`config.mk`:
```
export PLATFORM = sky130hd
export DESIGN_NAME = eesh_loader
export DESIGN_NICKNAME = d
export VERILOG_FILES = /design/src/rtl/eesh_pkg.sv /design/src/rtl/eesh_sum.sv /design/src/rtl/eesh_store.sv /design/src/rtl/eesh_loader.sv
export SDC_FILE = /design/constraint.sdc
export NUM_CORES = 2
export LEC_CHECK = 0
export ABC_AREA = 0
export BUFFER_PORTS_ARGS = -buffer_cell sky130_fd_sc_hd__clkbuf_2
export CAP_MARGIN = 0
export CORE_MARGIN = 2
export CORE_UTILIZATION = 55
export DETAILED_ROUTE_END_ITERATION = 8
export GPL_ROUTABILITY_DRIVEN = 0
export GPL_TIMING_DRIVEN = 0
export PLACE_DENSITY = 0.75
export SKIP_LAST_GASP = 1
export SLEW_MARGIN = 20
export SYNTH_ARGS = -nofsm -noshare
export SYNTH_HDL_FRONTEND = slang
export SYNTH_SLANG_ARGS = --single-unit
```
`constraint.sdc`:
```
create_clock -name clk -period 9.8 [get_ports clk]
set_clock_uncertainty 0.2 [all_clocks]
set_input_delay 0 -clock clk [delete_from_list [all_inputs] [get_ports clk]]
set_output_delay 0 -clock clk [all_outputs]
set_load 0.02 [all_outputs]
```
`src/rtl/eesh_pkg.sv`:
```
package eesh_pkg;
    typedef enum logic [2:0] {
        S_IDLE,
        S_LD_RD,
        S_LD_CHK,
        S_LK_RSP,
        S_WR_GO,
        S_UP_RD,
        S_UP_WR
    } eesh_state_e;
endpackage

```
`src/rtl/eesh_sum.sv`:
```
module eesh_sum #(
    parameter int              DW     = 16,
    parameter logic [DW-1:0]   TARGET = 16'hBABA
) (
    input  logic          clk,
    input  logic          rst_n,
    input  logic          clr,
    input  logic          add,
    input  logic [DW-1:0] word,
    output logic [DW-1:0] sum,
    output logic          hit
);
    logic [DW-1:0] acc_q;

    // Wrapping accumulator: width DW drops the carry out naturally.
    always_ff @(posedge clk) begin
        if (!rst_n)     acc_q <= '0;
        else if (clr)   acc_q <= '0;
        else if (add)   acc_q <= acc_q + word;
    end

    assign sum = acc_q;
    assign hit = (acc_q == TARGET);
endmodule

```
`src/rtl/eesh_store.sv`:
```
module eesh_store #(
    parameter int WORDS = 64,
    parameter int DW    = 16,
    parameter int AW    = $clog2(WORDS)
) (
    input  logic          clk,
    input  logic          rst_n,
    input  logic          we,
    input  logic [AW-1:0] waddr,
    input  logic [DW-1:0] wdata,
    input  logic [AW-1:0] raddr,
    output logic [DW-1:0] rdata,
    output logic [DW-1:0] word0
);
    logic [DW-1:0] mem_q [WORDS];

    always_ff @(posedge clk) begin
        for (int i = 0; i < WORDS; i++) begin
            if (!rst_n)
                mem_q[i] <= '0;
            else if (we && waddr == i[AW-1:0])
                mem_q[i] <= wdata;
        end
    end

    assign rdata = mem_q[raddr];
    assign word0 = mem_q[0];
endmodule

```
`src/rtl/eesh_loader.sv`:
```
module eesh_loader
    import eesh_pkg::*;
#(
    parameter int            WORDS      = 64,
    parameter int            DW         = 16,
    parameter logic [DW-1:0] SIG_MASK   = 16'hC000,
    parameter logic [DW-1:0] SIG_PAT    = 16'h4000,
    parameter logic [DW-1:0] SUM_TARGET = 16'hBABA,
    localparam int           AW         = $clog2(WORDS),
    localparam int           IW         = AW + 1
) (
    input  logic          clk,
    input  logic          rst_n,
    input  logic          lk_req,
    input  logic [IW-1:0] lk_idx,
    input  logic          wr_req,
    input  logic [AW-1:0] wr_idx,
    input  logic [DW-1:0] wr_data,
    input  logic          upd_req,
    input  logic          load_req,
    output logic          busy,
    output logic          lk_done,
    output logic [DW-1:0] lk_data,
    output logic          loading,
    output logic          cksum_bad,
    output logic          sig_bad,
    output logic          wr_tmo,
    output logic          mst_req,
    output logic          mst_we,
    output logic [AW-1:0] mst_addr,
    output logic [DW-1:0] mst_wdata,
    input  logic          mst_done,
    input  logic [DW-1:0] mst_rdata,
    input  logic          mst_tmo
);
    localparam logic [AW-1:0] LAST    = AW'(WORDS - 1);
    localparam logic [AW-1:0] LAST_RD = AW'(WORDS - 2);
    localparam logic [IW-1:0] LIMIT   = IW'(WORDS);

    eesh_state_e   state_q, state_d;
    logic [AW-1:0] ptr_q, addr_q;
    logic [IW-1:0] idx_q;
    logic [DW-1:0] wdata_q;
    logic          ret_q, ck_bad_q, sig_bad_q, tmo_q;

    logic [DW-1:0] sh_rdata, sh_word0, sum;
    logic          sum_hit, sh_we;
    logic [AW-1:0] sh_waddr;
    logic [DW-1:0] sh_wdata;

    logic idle, sig_ok, lk_hit;
    logic acc_lk, acc_wr, acc_up, acc_ld;
    logic start_load, start_scan, scan_step;

    assign idle   = (state_q == S_IDLE);
    assign sig_ok = ((sh_word0 & SIG_MASK) == SIG_PAT);
    assign lk_hit = (lk_idx >= LIMIT) || sig_ok;

    // Fixed priority among commands sampled in the idle state.
    assign acc_lk = idle && lk_req;
    assign acc_wr = idle && !lk_req && wr_req;
    assign acc_up = idle && !lk_req && !wr_req && upd_req;
    assign acc_ld = idle && !lk_req && !wr_req && !upd_req && load_req;

    assign start_load = acc_ld || (acc_lk && !lk_hit);
    assign start_scan = start_load || acc_up;
    assign scan_step  = mst_done && (state_q == S_LD_RD || state_q == S_UP_RD);

    eesh_store #(.WORDS(WORDS), .DW(DW), .AW(AW)) u_store (
        .clk   (clk),
        .rst_n (rst_n),
        .we    (sh_we),
        .waddr (sh_waddr),
        .wdata (sh_wdata),
        .raddr (idx_q[AW-1:0]),
        .rdata (sh_rdata),
        .word0 (sh_word0)
    );

    eesh_sum #(.DW(DW), .TARGET(SUM_TARGET)) u_sum (
        .clk   (clk),
        .rst_n (rst_n),
        .clr   (start_scan),
        .add   (scan_step),
        .word  (mst_rdata),
        .sum   (sum),
        .hit   (sum_hit)
    );

    // Shadow write port: loaded words, or clearing word 0 to invalidate.
    always_comb begin
        sh_we    = 1'b0;
        sh_waddr = '0;
        sh_wdata = '0;
        if (state_q == S_LD_RD && mst_done) begin
            sh_we    = 1'b1;
            sh_waddr = ptr_q;
            sh_wdata = mst_rdata;
        end else if ((state_q == S_LD_CHK && !sum_hit) || acc_wr || acc_up) begin
            sh_we    = 1'b1;
        end
    end

    always_comb begin
        state_d = state_q;
        unique case (state_q)
            S_IDLE: begin
                if (acc_lk)      state_d = lk_hit ? S_LK_RSP : S_LD_RD;
                else if (acc_wr) state_d = S_WR_GO;
                else if (acc_up) state_d = S_UP_RD;
                else if (acc_ld) state_d = S_LD_RD;
            end
            S_LD_RD:  if (mst_done && ptr_q == LAST) state_d = S_LD_CHK;
            S_LD_CHK: state_d = ret_q ? S_LK_RSP : S_IDLE;
            S_LK_RSP: state_d = S_IDLE;
            S_WR_GO:  if (mst_done) state_d = S_IDLE;
            S_UP_RD:  if (mst_done && ptr_q == LAST_RD) state_d = S_UP_WR;
            S_UP_WR:  if (mst_done) state_d = S_IDLE;
            default:  state_d = S_IDLE;
        endcase
    end

    always_ff @(posedge clk) begin
        if (!rst_n) state_q <= S_IDLE;
        else        state_q <= state_d;
    end

    always_ff @(posedge clk) begin
        if (!rst_n) begin
            ptr_q     <= '0;
            idx_q     <= '0;
            addr_q    <= '0;
            wdata_q   <= '0;
            ret_q     <= 1'b0;
            ck_bad_q  <= 1'b0;
            sig_bad_q <= 1'b0;
            tmo_q     <= 1'b0;
        end else begin
            if (acc_lk) begin
                idx_q <= lk_idx;
                ret_q <= 1'b1;
            end
            if (acc_ld) ret_q <= 1'b0;
            if (start_scan) ptr_q <= '0;
            else if (scan_step) ptr_q <= ptr_q + 1'b1;
            if (start_load) begin
                ck_bad_q  <= 1'b0;
                sig_bad_q <= 1'b0;
            end
            if (acc_wr) begin
                addr_q  <= wr_idx;
                wdata_q <= wr_data;
            end
            if (acc_wr || acc_up) tmo_q <= 1'b0;
            if (state_q == S_LD_CHK) begin
                if (!sum_hit)     ck_bad_q  <= 1'b1;
                else if (!sig_ok) sig_bad_q <= 1'b1;
            end
            if ((state_q == S_WR_GO || state_q == S_UP_WR) && mst_done)
                tmo_q <= mst_tmo;
        end
    end

    always_comb begin
        busy      = !idle;
        loading   = (state_q == S_LD_RD) || (state_q == S_LD_CHK);
        lk_done   = (state_q == S_LK_RSP);
        lk_data   = (lk_done && idx_q < LIMIT && sig_ok) ? sh_rdata : '0;
        cksum_bad = ck_bad_q;
        sig_bad   = sig_bad_q;
        wr_tmo    = tmo_q;
        mst_req   = (state_q == S_LD_RD) || (state_q == S_UP_RD) ||
                    (state_q == S_WR_GO) || (state_q == S_UP_WR);
        mst_we    = (state_q == S_WR_GO) || (state_q == S_UP_WR);
        if (state_q == S_UP_WR)      mst_addr = LAST;
        else if (state_q == S_WR_GO) mst_addr = addr_q;
        else                         mst_addr = ptr_q;
        mst_wdata = (state_q == S_UP_WR) ? (SUM_TARGET - sum) : wdata_q;
    end
endmodule

```
==> reports/qor.csv <==
metric;value;unit
status;finished with violations;
violations;design-rule violations;
vias_per_cell;6.57;
area_delta_synth_final;16.4;%
dp_hpwl;106;mm
initial_core_util;55.5;%
register_area;0.0320;sq mm
cts_resized;0;
syn_area_per_cell;13.6;sq um
final_common_cell;nor2_1;
tritoncts;built;
synthSimpleGateAreaFrac;11.5;%
path_clk_slew;0.07;ns
seq_area_frac_synth;66.5;%
core.rowCount;108;
grt_pass1_wl;223;mm
drv_cap;0;
first_pass_iters;9;
p_clk_share;34.2;%
leakagePower;17.9;nW
cp-start-kind;register;
cts_buffers;109;
synth_top_area_cell;edfxtp_1;
hold_ws;0.0642;ns
synth_seq_cells;1088;
worstSetupPathType;register to output port;
period_minus_slack;4.97;ns
grt_max_degree;17;
clkSinkCount;1088;
r2r-start;state_q[2];
clock.fmax;201;MHz
setup_viol;0;
final_cell_mix;nor2_1 (1,075), edfxtp_1 (1,024), mux4_2 (256);
setup_tns;0;ns
cts_htree_levels;3;
antenna_found_initial;7;
intPower;8.52;mW
cts_buffer_depth;3;
ant_nets;0;
synth_fa_ha_area_share;0.535;%
worst_pin_slew;1.34;ns
synth_cell_types;61;
drv_slew;0;
crit_fanout;10;
synth_warnings;0;
synth_top_family_by_area;multiplexers;
p_sw;3.60;mW
synth_edf_count;1024;
p_seq_share;44.8;%
nFillCells;6094;
synth_area;0.0481;sq mm
peakVddDrop;154;uV
grt-ovfl-total;0;
muxShareOfSynthArea;14.7;%
wl_per_cell;30.2;microns
yosysTopAreaCellShare;63.9;%
place.port_buffers;98;
die_w;300;microns
min-delay-start;mst_rdata[0];
synth_ff_type;edfxtp_1;
max_slew_margin;10.0;%
whs_path_depth;5;
cp.required;9.60;ns
synthCells;3527;
io-pin-count;99;
syn_nets;3600;
fin_nets;4019;
synth-xor-area-share;0.528;%
p_total;12.1;mW
drc;56;
synthArstFlopShare;0;%
die-area;0.0899;sq mm
synth-compound-area-share;3.57;%
hold_class;input pin to register;
arrival;4.77;ns
first_iter_violations;6148;
die_y;300;microns
reg2reg_depth;8;
pwr-share-comb;21.1;%
period_share;50.7;%
hold_viol_final;0;
sw_frac_of_total;29.7;%
dr_total_vias;34098;
regToRegSetupSlack;5.42;ns
grt_pass1_vias;33539;
wl;157;mm
end_kind;output port;
worst_skew_pair.late_latency;0.72;ns
rsz0062_at_grt;no;
r2r_end;u_store.mem_q[33][13];
grtUsageTotal;34.9;%
min_to;u_sum.sum[0];
root_buffer;clkbuf_16;
synthTopCellsByArea;edfxtp_1 (64%), mux4_2 (12%), nor2_1 (8.4%);
layout-drive-gt1-share;18.4;%
multiInputGateArea;0.0151;sq mm
core-area;0.0868;sq mm
p_per_area;216;mW/mm^2
-- critical path, stage by stage, from the launching register on --
cell and delay (ns):
dfxtp_1 0.46, clkbuf_1 0.85, buf_1 0.93, mux4_2 0.43, mux2i_1 0.11, a22oi_1 0.45
nand2_1 0.17, o22ai_1 0.40, clkbuf_2 0.26
-- cell usage after synthesis, drive strengths merged, types with 4 or more instances --
library cell,number
a211oi,10
a21o,10
a21oi,59
a22oi,62
a31oi,6
and2,5
and3,8
buf,80
clkbuf,219
dfxtp,64
edfxtp,1024
ha,19
inv,13
mux2i,129
mux4,256
nand2,240
nand2b,5
nand3,26
nand4,7
nor2,1078
nor2b,6
nor3,16
o211ai,4
o21a,4
o21ai,93
o22ai,18
xnor2,21
xor2,8
-- sequential cells by signal (all words and copies together) (netlist names), 3 cells and up, named ones only --
register,flops
u_sum.sum,16
addr_q,6
wdata_q,16
idx_q,7
u_store.mem_q,1024
state_q,3
ptr_q,6
-- worst max path at each step --
| stage | cells past startpoint | startpoint | endpoint |
|---|---|---|---|
| detailed placement | 8 | state_q[2] | u_store.mem_q[33][8] |
| finish | 8 | register | lk_data[14] |
| global placement | 7 | state_q[2] | u_store.mem_q[12][13] |
| floorplan | 6 | state_q[1] | u_store.mem_q[16][0] |
| CTS | 8 | register | lk_data[14] |
| global route | 8 | register | lk_data[14] |
-- repair_timing --
item	4_1_cts	5_1_grt
hold buffers	146	0
buffers inserted	0	0
hold endpoints to repair	113	0
-- cells by family (layout without fill, tap and decap cells) --
kind of cell	count (synthesis)	count (layout)
xor gates and xnor gates	29	29
and+or+nand+nor	1409	1409
other	0	4
DFF	1088	1088
muxes	388	388
adders and majority gates	20	20
buffers and inverters	312	819
AOI/OAI and AO/OA	281	281
-- power groups by stage --
stage                     registers [mW]  clock network (mW)  logic, mW
final                               5.42                4.14       2.55
after global placement              5.51                   0       2.28
after detailed placement            5.51                   0       2.34
after floorplan                     5.47                   0       1.43
after CTS                           5.41                4.10       2.44
after global routing                5.44                4.27       2.61
-- stage by stage --
step / std cells / setup WS [ns] / util, % / area [sq um]
detailed placement: 4842 / 5.64 / 58.9 / 51100
floorplan: 3527 / 6.65 / - / 48100
finish: 5193 / 4.83 / 64.6 / 56000
global route: 5190 / 4.91 / 64.6 / 56000
CTS: 5187 / 5.11 / 64.6 / 56000
global placement: 4780 / 5.02 / 57.7 / 50100
-- layer usage --
layer  vias to the layer above  GRT usage (%)  wire length, microns
met2                      3071           52.7                 69400
met5                         -          0.529                   185
met3                       690           13.0                 25000
met1                     16576           43.6                 51200
met4                        13           20.2                 11000
li1                      13748              -                     -
-- layout make-up --
type,instances,share of cell area [%]
Sequential cell,1088,57.2
Multi-Input combinational cell,2127,27.0
Clock buffer,130,5.14
Timing Repair Buffer,308,4.82
Tap cell,1155,2.58
Buffer,299,2.19
Clock inverter,69,1.05
Inverter,13,0.0871
Antenna cell,4,0.0179
No activity file was read; power rests on OpenSTA's default activity.
